[config.mk]
export PLATFORM = sky130hd
export DESIGN_NAME = arl_timer
export DESIGN_NICKNAME = d
export VERILOG_FILES = /design/src/rtl/arl_timer_pkg.sv /design/src/rtl/arl_regbank.sv /design/src/rtl/arl_prescaler.sv /design/src/rtl/arl_counter.sv /design/src/rtl/arl_timer.sv
export SDC_FILE = /design/constraint.sdc
export NUM_CORES = 1
export LEC_CHECK = 0
export BUFFER_PORTS_ARGS = -buffer_cell sky130_fd_sc_hd__buf_2
export CAP_MARGIN = 15
export CORE_ASPECT_RATIO = 1.1
export CORE_UTILIZATION = 37
export CTS_CLUSTER_DIAMETER = 40
export CTS_CLUSTER_SIZE = 28
export DETAILED_ROUTE_END_ITERATION = 8
export PLACE_DENSITY_LB_ADDON = 0.3
export SLEW_MARGIN = 15
export SYNTH_ARGS = -nofsm -noshare
export SYNTH_HDL_FRONTEND = slang
export SYNTH_SLANG_ARGS = --single-unit
[constraint.sdc]
create_clock -name clk -period 8.9 [get_ports clk]
set_clock_uncertainty 0.15 [all_clocks]
set_input_delay 1.335 -clock clk [delete_from_list [all_inputs] [get_ports clk]]
set_output_delay 1.335 -clock clk [all_outputs]
set_load 0.02 [all_outputs]
[src/rtl/arl_timer_pkg.sv]
package arl_timer_pkg;

    localparam int NUM_SLOTS = 16;
    localparam int SLOT_W    = $clog2(NUM_SLOTS);

    // storage slot indices for plain read/write words
    localparam int SL_CTRL   = 0;
    localparam int SL_CTRL2  = 1;
    localparam int SL_TRIG   = 2;
    localparam int SL_IEN    = 3;
    localparam int SL_EVGEN  = 4;
    localparam int SL_MODE1  = 5;
    localparam int SL_MODE2  = 6;
    localparam int SL_CHEN   = 7;
    localparam int SL_RELOAD = 8;
    localparam int SL_CMP0   = 9;
    localparam int SL_XCFG   = 13;
    localparam int SL_XADDR  = 14;
    localparam int SL_OPT    = 15;

    typedef enum logic [2:0] {
        AK_NONE,
        AK_SLOT,
        AK_STAT,
        AK_CNT,
        AK_DIV
    } acc_kind_e;

    typedef struct packed {
        acc_kind_e           kind;
        logic [SLOT_W-1:0]   slot;
    } dec_t;

    function automatic dec_t slot_hit(input int s);
        dec_t r;
        r.kind = AK_SLOT;
        r.slot = SLOT_W'(s);
        return r;
    endfunction

    function automatic dec_t decode(input logic [31:0] a);
        dec_t r;
        r.kind = AK_NONE;
        r.slot = '0;
        case (a)
            32'h00: r = slot_hit(SL_CTRL);
            32'h04: r = slot_hit(SL_CTRL2);
            32'h08: r = slot_hit(SL_TRIG);
            32'h0C: r = slot_hit(SL_IEN);
            32'h10: r.kind = AK_STAT;
            32'h14: r = slot_hit(SL_EVGEN);
            32'h18: r = slot_hit(SL_MODE1);
            32'h1C: r = slot_hit(SL_MODE2);
            32'h20: r = slot_hit(SL_CHEN);
            32'h24: r.kind = AK_CNT;
            32'h28: r.kind = AK_DIV;
            32'h2C: r = slot_hit(SL_RELOAD);
            32'h48: r = slot_hit(SL_XCFG);
            32'h4C: r = slot_hit(SL_XADDR);
            32'h50: r = slot_hit(SL_OPT);
            default: begin
                if (a >= 32'h34 && a <= 32'h40 && a[1:0] == 2'b00)
                    r = slot_hit(SL_CMP0 + int'((a - 32'h34) >> 2));
            end
        endcase
        return r;
    endfunction

endpackage

[src/rtl/arl_regbank.sv]
module arl_regbank #(
    parameter int N = 16,
    parameter int W = 32
) (
    input  logic                clk,
    input  logic                rst_n,
    input  logic [N-1:0]        wr_en,
    input  logic [W-1:0]        wdata,
    output logic [N-1:0][W-1:0] q
);

    logic [N-1:0][W-1:0] bank_d, bank_q;

    for (genvar i = 0; i < N; i++) begin : g_word
        always_comb begin
            bank_d[i] = bank_q[i];
            if (wr_en[i])
                bank_d[i] = wdata;
        end
    end

    always_ff @(posedge clk or negedge rst_n) begin
        if (!rst_n)
            bank_q <= '0;
        else
            bank_q <= bank_d;
    end

    assign q = bank_q;

    // an unwritten word keeps its value
    a_r11_hold_unwritten: assert property (@(posedge clk) disable iff (!rst_n)
        (wr_en == '0) |=> $stable(bank_q));

endmodule

[src/rtl/arl_prescaler.sv]
module arl_prescaler #(
    parameter int PW = 16
) (
    input  logic          clk,
    input  logic          rst_n,
    input  logic          run,
    input  logic          restart,
    input  logic [PW-1:0] limit,
    output logic          tick
);

    typedef struct packed {
        logic [PW-1:0] phase;
    } pre_st_t;

    pre_st_t st_d, st_q;

    always_comb begin
        st_d = st_q;
        tick = run && (st_q.phase == limit);
        if (!run || restart || tick)
            st_d.phase = '0;
        else
            st_d.phase = st_q.phase + 1'b1;
    end

    always_ff @(posedge clk or negedge rst_n) begin
        if (!rst_n)
            st_q <= '0;
        else
            st_q <= st_d;
    end

    // phase never runs past the divider
    a_r2_phase_bound: assert property (@(posedge clk) disable iff (!rst_n)
        st_q.phase <= limit);

    // a stopped prescaler sits at phase zero
    a_r2_stop_clears: assert property (@(posedge clk) disable iff (!rst_n)
        !run |=> st_q.phase == '0);

endmodule

[src/rtl/arl_counter.sv]
module arl_counter #(
    parameter int CW = 32
) (
    input  logic          clk,
    input  logic          rst_n,
    input  logic          tick,
    input  logic          clear,
    input  logic          load,
    input  logic [CW-1:0] load_val,
    input  logic [CW-1:0] reload,
    output logic [CW-1:0] count,
    output logic          wrap
);

    typedef struct packed {
        logic [CW-1:0] cnt;
    } cnt_st_t;

    cnt_st_t st_d, st_q;

    always_comb begin
        st_d = st_q;
        wrap = tick && !clear && !load && (reload != '0) && (st_q.cnt == reload);
        if (clear)
            st_d.cnt = '0;
        else if (load)
            st_d.cnt = load_val;
        else if (wrap)
            st_d.cnt = '0;
        else if (tick)
            st_d.cnt = st_q.cnt + 1'b1;
    end

    always_ff @(posedge clk or negedge rst_n) begin
        if (!rst_n)
            st_q <= '0;
        else
            st_q <= st_d;
    end

    assign count = st_q.cnt;

    // no advance without a tick or a bus action
    a_r2_hold_idle: assert property (@(posedge clk) disable iff (!rst_n)
        (!tick && !clear && !load) |=> $stable(st_q.cnt));

    // an update event returns the count to zero
    a_r5_wrap_zero: assert property (@(posedge clk) disable iff (!rst_n)
        wrap |=> st_q.cnt == '0);

    // forced clear
    a_r7_clear_zero: assert property (@(posedge clk) disable iff (!rst_n)
        clear |=> st_q.cnt == '0);

endmodule

[src/rtl/arl_timer.sv]
module arl_timer
    import arl_timer_pkg::*;
#(
    parameter int ADDR_W = 8,
    parameter int DATA_W = 32,
    parameter int DIV_W  = 16
) (
    input  logic              clk,
    input  logic              rst_n,
    input  logic [ADDR_W-1:0] bus_addr,
    input  logic              bus_we,
    input  logic [DATA_W-1:0] bus_wdata,
    output logic [DATA_W-1:0] bus_rdata,
    output logic              upd_irq
);

    localparam int AEXT = 32 - ADDR_W;

    typedef struct packed {
        logic [DATA_W-1:0] flags;
        logic [DIV_W-1:0]  div;
        logic              irq;
    } top_st_t;

    top_st_t st_d, st_q;

    dec_t                          dec;
    logic [NUM_SLOTS-1:0]          slot_we;
    logic [NUM_SLOTS-1:0][DATA_W-1:0] bank_q;
    logic                          run, tick, wrap;
    logic                          cnt_clear, cnt_load, div_wr, pre_restart;
    logic                          upd_set;
    logic [DATA_W-1:0]             count;

    always_comb begin
        dec = decode({{AEXT{1'b0}}, bus_addr});
    end

    for (genvar i = 0; i < NUM_SLOTS; i++) begin : g_we
        assign slot_we[i] = bus_we && (dec.kind == AK_SLOT) && (dec.slot == SLOT_W'(i));
    end

    arl_regbank #(.N(NUM_SLOTS), .W(DATA_W)) bank_i (
        .clk   (clk),
        .rst_n (rst_n),
        .wr_en (slot_we),
        .wdata (bus_wdata),
        .q     (bank_q)
    );

    assign run         = bank_q[SL_CTRL][0];
    assign cnt_clear   = slot_we[SL_EVGEN] && bus_wdata[0];
    assign cnt_load    = bus_we && (dec.kind == AK_CNT);
    assign div_wr      = bus_we && (dec.kind == AK_DIV);
    assign pre_restart = cnt_clear || cnt_load || div_wr;

    arl_prescaler #(.PW(DIV_W)) pre_i (
        .clk     (clk),
        .rst_n   (rst_n),
        .run     (run),
        .restart (pre_restart),
        .limit   (st_q.div),
        .tick    (tick)
    );

    arl_counter #(.CW(DATA_W)) cnt_i (
        .clk      (clk),
        .rst_n    (rst_n),
        .tick     (tick),
        .clear    (cnt_clear),
        .load     (cnt_load),
        .load_val (bus_wdata),
        .reload   (bank_q[SL_RELOAD]),
        .count    (count),
        .wrap     (wrap)
    );

    always_comb begin
        st_d    = st_q;
        upd_set = wrap && run && bank_q[SL_IEN][0];
        if (bus_we && dec.kind == AK_STAT)
            st_d.flags = st_q.flags & bus_wdata;
        if (upd_set)
            st_d.flags[0] = 1'b1;
        if (div_wr)
            st_d.div = bus_wdata[DIV_W-1:0];
        st_d.irq = upd_set;
    end

    always_ff @(posedge clk or negedge rst_n) begin
        if (!rst_n)
            st_q <= '0;
        else
            st_q <= st_d;
    end

    always_comb begin
        unique case (dec.kind)
            AK_SLOT: bus_rdata = bank_q[dec.slot];
            AK_STAT: bus_rdata = st_q.flags;
            AK_CNT:  bus_rdata = count;
            AK_DIV:  bus_rdata = {{(DATA_W-DIV_W){1'b0}}, st_q.div};
            default: bus_rdata = '0;
        endcase
    end

    assign upd_irq = st_q.irq;

    // a pulse always comes with the flag raised
    a_r5_irq_flag: assert property (@(posedge clk) disable iff (!rst_n)
        upd_irq |-> st_q.flags[0]);

    // pulse only when both enables were set
    a_r5_irq_gate: assert property (@(posedge clk) disable iff (!rst_n)
        upd_irq |-> $past(bank_q[SL_CTRL][0] && bank_q[SL_IEN][0]));

    // pulse lasts one cycle
    a_r5_one_cycle: assert property (@(posedge clk) disable iff (!rst_n)
        upd_irq |=> !upd_irq);

    // zero reload never produces an event
    a_r6_reload_nonzero: assert property (@(posedge clk) disable iff (!rst_n)
        upd_irq |-> $past(bank_q[SL_RELOAD]) != '0);

    // the flag rises only through a hardware update
    a_r4_hw_set_only: assert property (@(posedge clk) disable iff (!rst_n)
        $rose(st_q.flags[0]) |-> upd_irq);

    // flags other than bit 0 never become set
    a_r4_upper_clear: assert property (@(posedge clk) disable iff (!rst_n)
        st_q.flags[DATA_W-1:1] == '0);

endmodule

**After elaboration in Yosys (flattened, before gate mapping)**

Index checks and enable logic that the tools add are counted.

- Bits in registers: 609
- Input port bits: 43
- Output and inout port bits: 33
- Logic and storage cells: 123

- Add/subtract/negate cells: 4
- $lt $le $gt $ge: 3
- Equality and inequality tests: 35
- Mux-type cells: 13
- Bitwise logic cells: 1
- Reduce and logical (&&, ||, !) cells: 45

Operators with widths:

| cell | count |
|---|---|
| $mux W32 | 5 |
| $bmux W32 S4 | 1 |
| $pmux W32 S4 | 1 |
| $pmux W4 S12 | 1 |
| $add A32 B1 Y32 const B | 1 |
| $and A32 B32 Y32 | 1 |
| $eq A32 B32 Y1 | 1 |
| $eq A4 B4 Y1 const B | 8 |
| $eq A8 B5 Y1 const B | 4 |
| $eq A8 B6 Y1 const B | 4 |
| $reduce_bool A32 Y1 | 1 |
| $logic_and A1 B1 Y1 | 30 |
| $eq A8 B7 Y1 const B | 3 |
| $add A16 B1 Y16 const B | 1 |
| $eq A16 B16 Y1 | 1 |
| $eq A4 B3 Y1 const B | 4 |
| $eq A8 B4 Y1 const B | 2 |
| $mux W16 | 1 |
| $pmux W3 S4 | 1 |
| $reduce_or A12 Y1 | 1 |
| $eq A4 B2 Y1 const B | 2 |
| $eq A8 B3 Y1 const B | 1 |
| $ge A8 B6 Y1 const B | 1 |
| $le A8 B7 Y1 const B | 1 |
| 17 further kinds | 24 |

**Longest topological paths before layout**

- Depth after elaboration: 17
- Gate-level depth with buffers: 14
- Mapped depth without buffers: 10

**Modules after synthesis**

Synthesis repeated with hierarchy kept, for this count alone.

- Cell total of the unflattened synthesis: 2426
- Area, all modules: 30508.0 µm²

Modules (own cells, without submodules):

| module | instances | cells each | area each (µm²) | sequential area each (µm²) |
|---|---|---|---|---|
| arl_regbank | 1 | 1120 | 20240.7 | 12812.3 |
| arl_timer | 1 | 887 | 6675.2 | 1226.2 |
| arl_counter | 1 | 320 | 2651.3 | 800.8 |
| arl_prescaler | 1 | 99 | 940.9 | 400.4 |

**Worst setup path before layout**

OpenSTA, ideal clock, no wires.

- Path kind: input to output
- From: in bus_addr[3]
- To: out bus_rdata[9]
- Data arrival time: 4.044 ns
- Required time: 7.415 ns
- Path slack: 3.371 ns
- Stages on the path: 13
- Path buffers: 3
- Cell sequence: inv_1 > ha_1 > clkbuf_2 > or3_1 > o31ai_1 > a21oi_2 > o211ai_2 > clkbuf_1 > buf_2 > o22ai_1 > o31ai_1 > nand3_1 > o21ai_0

- Cells in the longest elaborated chain, start to end: 8
- Elaborated cells on any way between the ends: 33
- Those cells by class: add/sub (2); order compare (2); eq/ne (18); mux (6); reduce/logical (5)

RTL lines:

| item | line | RTL |
|---|---|---|
| from (decl) | arl_timer.sv:10 | `input logic [ADDR_W-1:0] bus_addr,` |
| branches (longest 7 deep; another with $sub A6 B6 Y6) | n/a |  |
| $pmux W32 S4 (*) | arl_timer.sv:98 | `unique case (dec.kind)` |
| to (decl) | arl_timer.sv:13 | `output logic [DATA_W-1:0] bus_rdata,` |

Mark *: on every way between the ends. The select of a mux whose other input is x is not followed.

**Worst setup path after layout**

- From: in bus_addr[2]
- To: out bus_rdata[13]

The elaborated chain is that of the path after synthesis.

==> flow_summary.yaml <==
drt:
  drt-met1-wl_mm: 37.5
  via_per_inst: 5.80
  drt_iter0_drc: 1520
  vias: 20683
  drcViolationCount: 0
  route.met3.wl_mm: 5.57
  wl_mm: 89.1
  wl_per_cell_um: 25.0
  antenna_left: 0
  top_layer_used: "met5"
  dr.pass1.iters: 5
  wl_met2_mm: 43.3
synth:
  synth_area_leader_cell: "dfrtp_1"
  synth_cells: 2477
  yosys.area_share.adder: 0.00300
  synth-seq-area-share: 0.523
  synth_edf_count: 0
  muxShareOfSynthArea: 0.214
  synth_warnings: 0
  synth_area_per_cell_um2: 11.8
  synth_cell_types: 72
  ys_async_sr_fraction: 1.00
  synth_top_family_by_area: "multiplexers"
  synth.area.top_cells: "dfrtp_1 (52%), mux2_2 (19%), o22ai_1 (4.7%)"
  synth_compound_area_frac: 0.120
  syn_area_um2: 29100
  synth_top_area_share: 0.523
  yosys_register_bits: 609
  synth_xor_area_frac: 0.0189
  synth.net_count: 2527
  synthFlopType: "dfrtp_1"
  yosys.area_share.simple: 0.0781
global_routing:
  antenna_found_initial: 11
  grt_pass1_vias: 21320
  grt_overflow: 0
  grt_pass1_wl_mm: 137
  grt_max_degree: 170
  grtUsageTotal: 0.223
clock_tree:
  clockBufferDepth: 3
  cts_hold_buf: 0
  cts_buffers: 74
  cts_root_buf: "clkbuf_16"
  cts_tree: "built"
  clkLatencyLatePin_ns: 0.63
  cts_sinks: 609
  cts-htree-levels: 3
  clk_pin_slew_worst_paths_ns: 0.05
  cts_resized: 0
  cts_setup_buffers: 0
pwr:
  switching_share: 0.256
  power.density_nw_per_um2: 203
  ir_worst_vdd_v: 0.000154
  seq_power_share: 0.436
  p_clk_frac: 0.486
  comb_power_share: 0.077
  p_switching_w: 0.00172
  power.leakage_nw: 16.1
  p_int_w: 0.00499
sta:
  worstMarginPinSlew_ns: 1.27
  period_share: 0.798
  drv_slew: 0
  hold_viol_final: 0
  timing.fmax_ghz: 0.141
  finalSetupTns_ns: 0
  finalCriticalPeriod_ns: 7.10
  setup_viol: 0
  slew_headroom: 0.153
  rsz0062_at_grt: "no"
final_layout:
  utilization: 0.425
  drive_gt1_frac: 0.317
  final_nets: 2519
  syn_to_final_growth_pct: 13.2
  fillers: 7215
die:
  die_h_um: 296
  die_area_um2: 79900
  fp.dieW_um: 270
  core_um2: 77600
  start_util: 0.375
  ios: 76
  rows: 107
critical_path:
  worstPathMaxFanout: 30
  worstPathCellList: "buf_2 > inv_1 > ha_1 > or3_1 > o31ai_1 > a21oi_2 > o41a_2 > buf_4 > nor2_1 > o31ai_1 > o221ai_1 > o21ai_0 > buf_2"
  critPathMaxStageDelay_ns: 0.85
  path_class: "input port to primary output"
  end_kind: "primary output"
  worstPathArrival_ns: 5.61
  worst_ep_required_time_ns: 7.41
  worstSetupStartpointType: "input port"
  cpMaxStageDelayCell: "o41a_2"
placement:
  port_buffers: 75
  gp_congestion: 0.949
  dp_hpwl_mm: 55.9
outcome:
  status: "finished clean"
run:
  cap_violations: 0
hold_path:
  hold_class: "flop to flop"
==> registers in the layout (all words and copies together), names as in the netlist <==
| signal | cells |
|---|---|
| st_q | 48 |
| pre_i.st_q | 16 |
| bank_i.q | 512 |
| cnt_i.count | 32 |
| upd_irq | 1 |
==> cell usage after synthesis, drive strengths merged (3+ instances only) <==
cell type	instances
o41a	3
nand4	11
nand2b	6
inv	31
xnor2	18
nand3b	3
clkbuf	96
a22o	16
o31ai	60
or3	4
o21a	31
a21oi	43
mux2i	33
nand3	55
nor4b	6
mux2	524
o22ai	217
dfrtp	609
o21ai	146
nand2	49
nor3	29
ha	7
nor4	23
xor2	45
buf	121
nor2	212
and3	20
o211ai	3
a31oi	6
nor3b	12
a21o	5
==> worst paths after layout <==
check	from	endpoint	slack [ns]	cells past startpoint
max in group asynchronous	rst_n	bank_i.q[253]$_DFFE_PN0P_	6.30	2
worst min-delay path	st_q[47]$_DFFE_PN0P_	st_q[47]$_DFFE_PN0P_	0.34	1
worst max-delay path	bus_addr[2]	bus_rdata[13]	1.80	13
worst max register to register	cnt_i.count[3]$_DFFE_PN0P_	cnt_i.count[30]$_DFFE_PN0P_	5.45	8
min in group asynchronous	rst_n	bank_i.q[443]$_DFFE_PN0P_	0.61	1
worst min register to register	st_q[47]$_DFFE_PN0P_	st_q[47]$_DFFE_PN0P_	0.34	1
==> area by class of cell <==
type,count,area (um^2),share of cell area
multi-input combinational,1620,12700,0.385
sequential,609,15200,0.462
clock inverter,51,689,0.0209
inverter,31,116,0.00353
antenna,2,5.00,0.000152
clock buffer,84,1970,0.0597
timing repair buffer,133,973,0.0295
tap,1035,1290,0.0392
==> placed cells by master (no fill, tap or decap), drive strengths merged, types with 4 or more instances in the layout <==
cell,Yosys,layout
mux2,524,524
a31oi,6,6
mux2i,33,33
ha,7,7
nor2,212,212
dfrtp,609,609
nand2,49,49
nand2b,6,6
clkinv,0,16
clkbuf,96,84
nor4,23,23
nor3,29,29
a21o,5,5
and3,20,20
clkinvlp,0,5
o31ai,60,60
a21oi,43,43
xor2,45,45
buf,121,133
nand4,11,11
inv,31,50
nand3,55,55
o21a,31,31
nor4b,6,6
nor3b,12,12
or3,4,4
o22ai,217,217
bufinv,0,11
o21ai,146,146
xnor2,18,18
a22o,16,16
==> power by group through the flow <==
stage          clock, W  combinational, W  sequential (W)
5_1_grt         0.00344          0.000568         0.00293
3_3_place_gp          0          0.000503         0.00297
3_5_place_dp          0          0.000517         0.00297
2_1_floorplan         0          0.000313         0.00295
4_1_cts         0.00331          0.000519         0.00292
6_report        0.00326          0.000519         0.00293
==> worst max-delay path: cells and delay by family <==
kind / cells / cell delay (ns)
AOI/OAI and AO/OA: 6 / 2.53
buffers and inverters: 4 / 1.01
adders and majority gates: 1 / 0.43
and+or+nand+nor: 2 / 0.26
==> cell families after synthesis <==
group / after synthesis
compound gates: 549
xor+xnor: 63
fa+ha+maj: 7
buf+inv: 248
flops: 609
mux: 557
simple gates: 444
==> metrics by stage <==
stage	power (W)	hold slack [ns]	worst slack [ns]	instances	cell area, um^2
4_1_cts	0.00675	0.337	1.95	3563	33000
2_1_floorplan	0.00326	0.298	3.37	2477	29100
3_3_place_gp	0.00347	0.318	1.87	3426	30300
6_report	0.00671	0.336	1.80	3565	33000
3_5_place_dp	0.00349	0.325	1.96	3428	30300
5_1_grt	0.00694	0.343	1.77	3564	33000
==> metal layers <==
metal / track usage / vias to the layer above
li1: - / 9048
met1: 0.288 / 10829
met2: 0.375 / 637
met3: 0.0448 / 153
met4: 0.0744 / 16
met5: 0 / -
(Power assumes the default switching activity.)
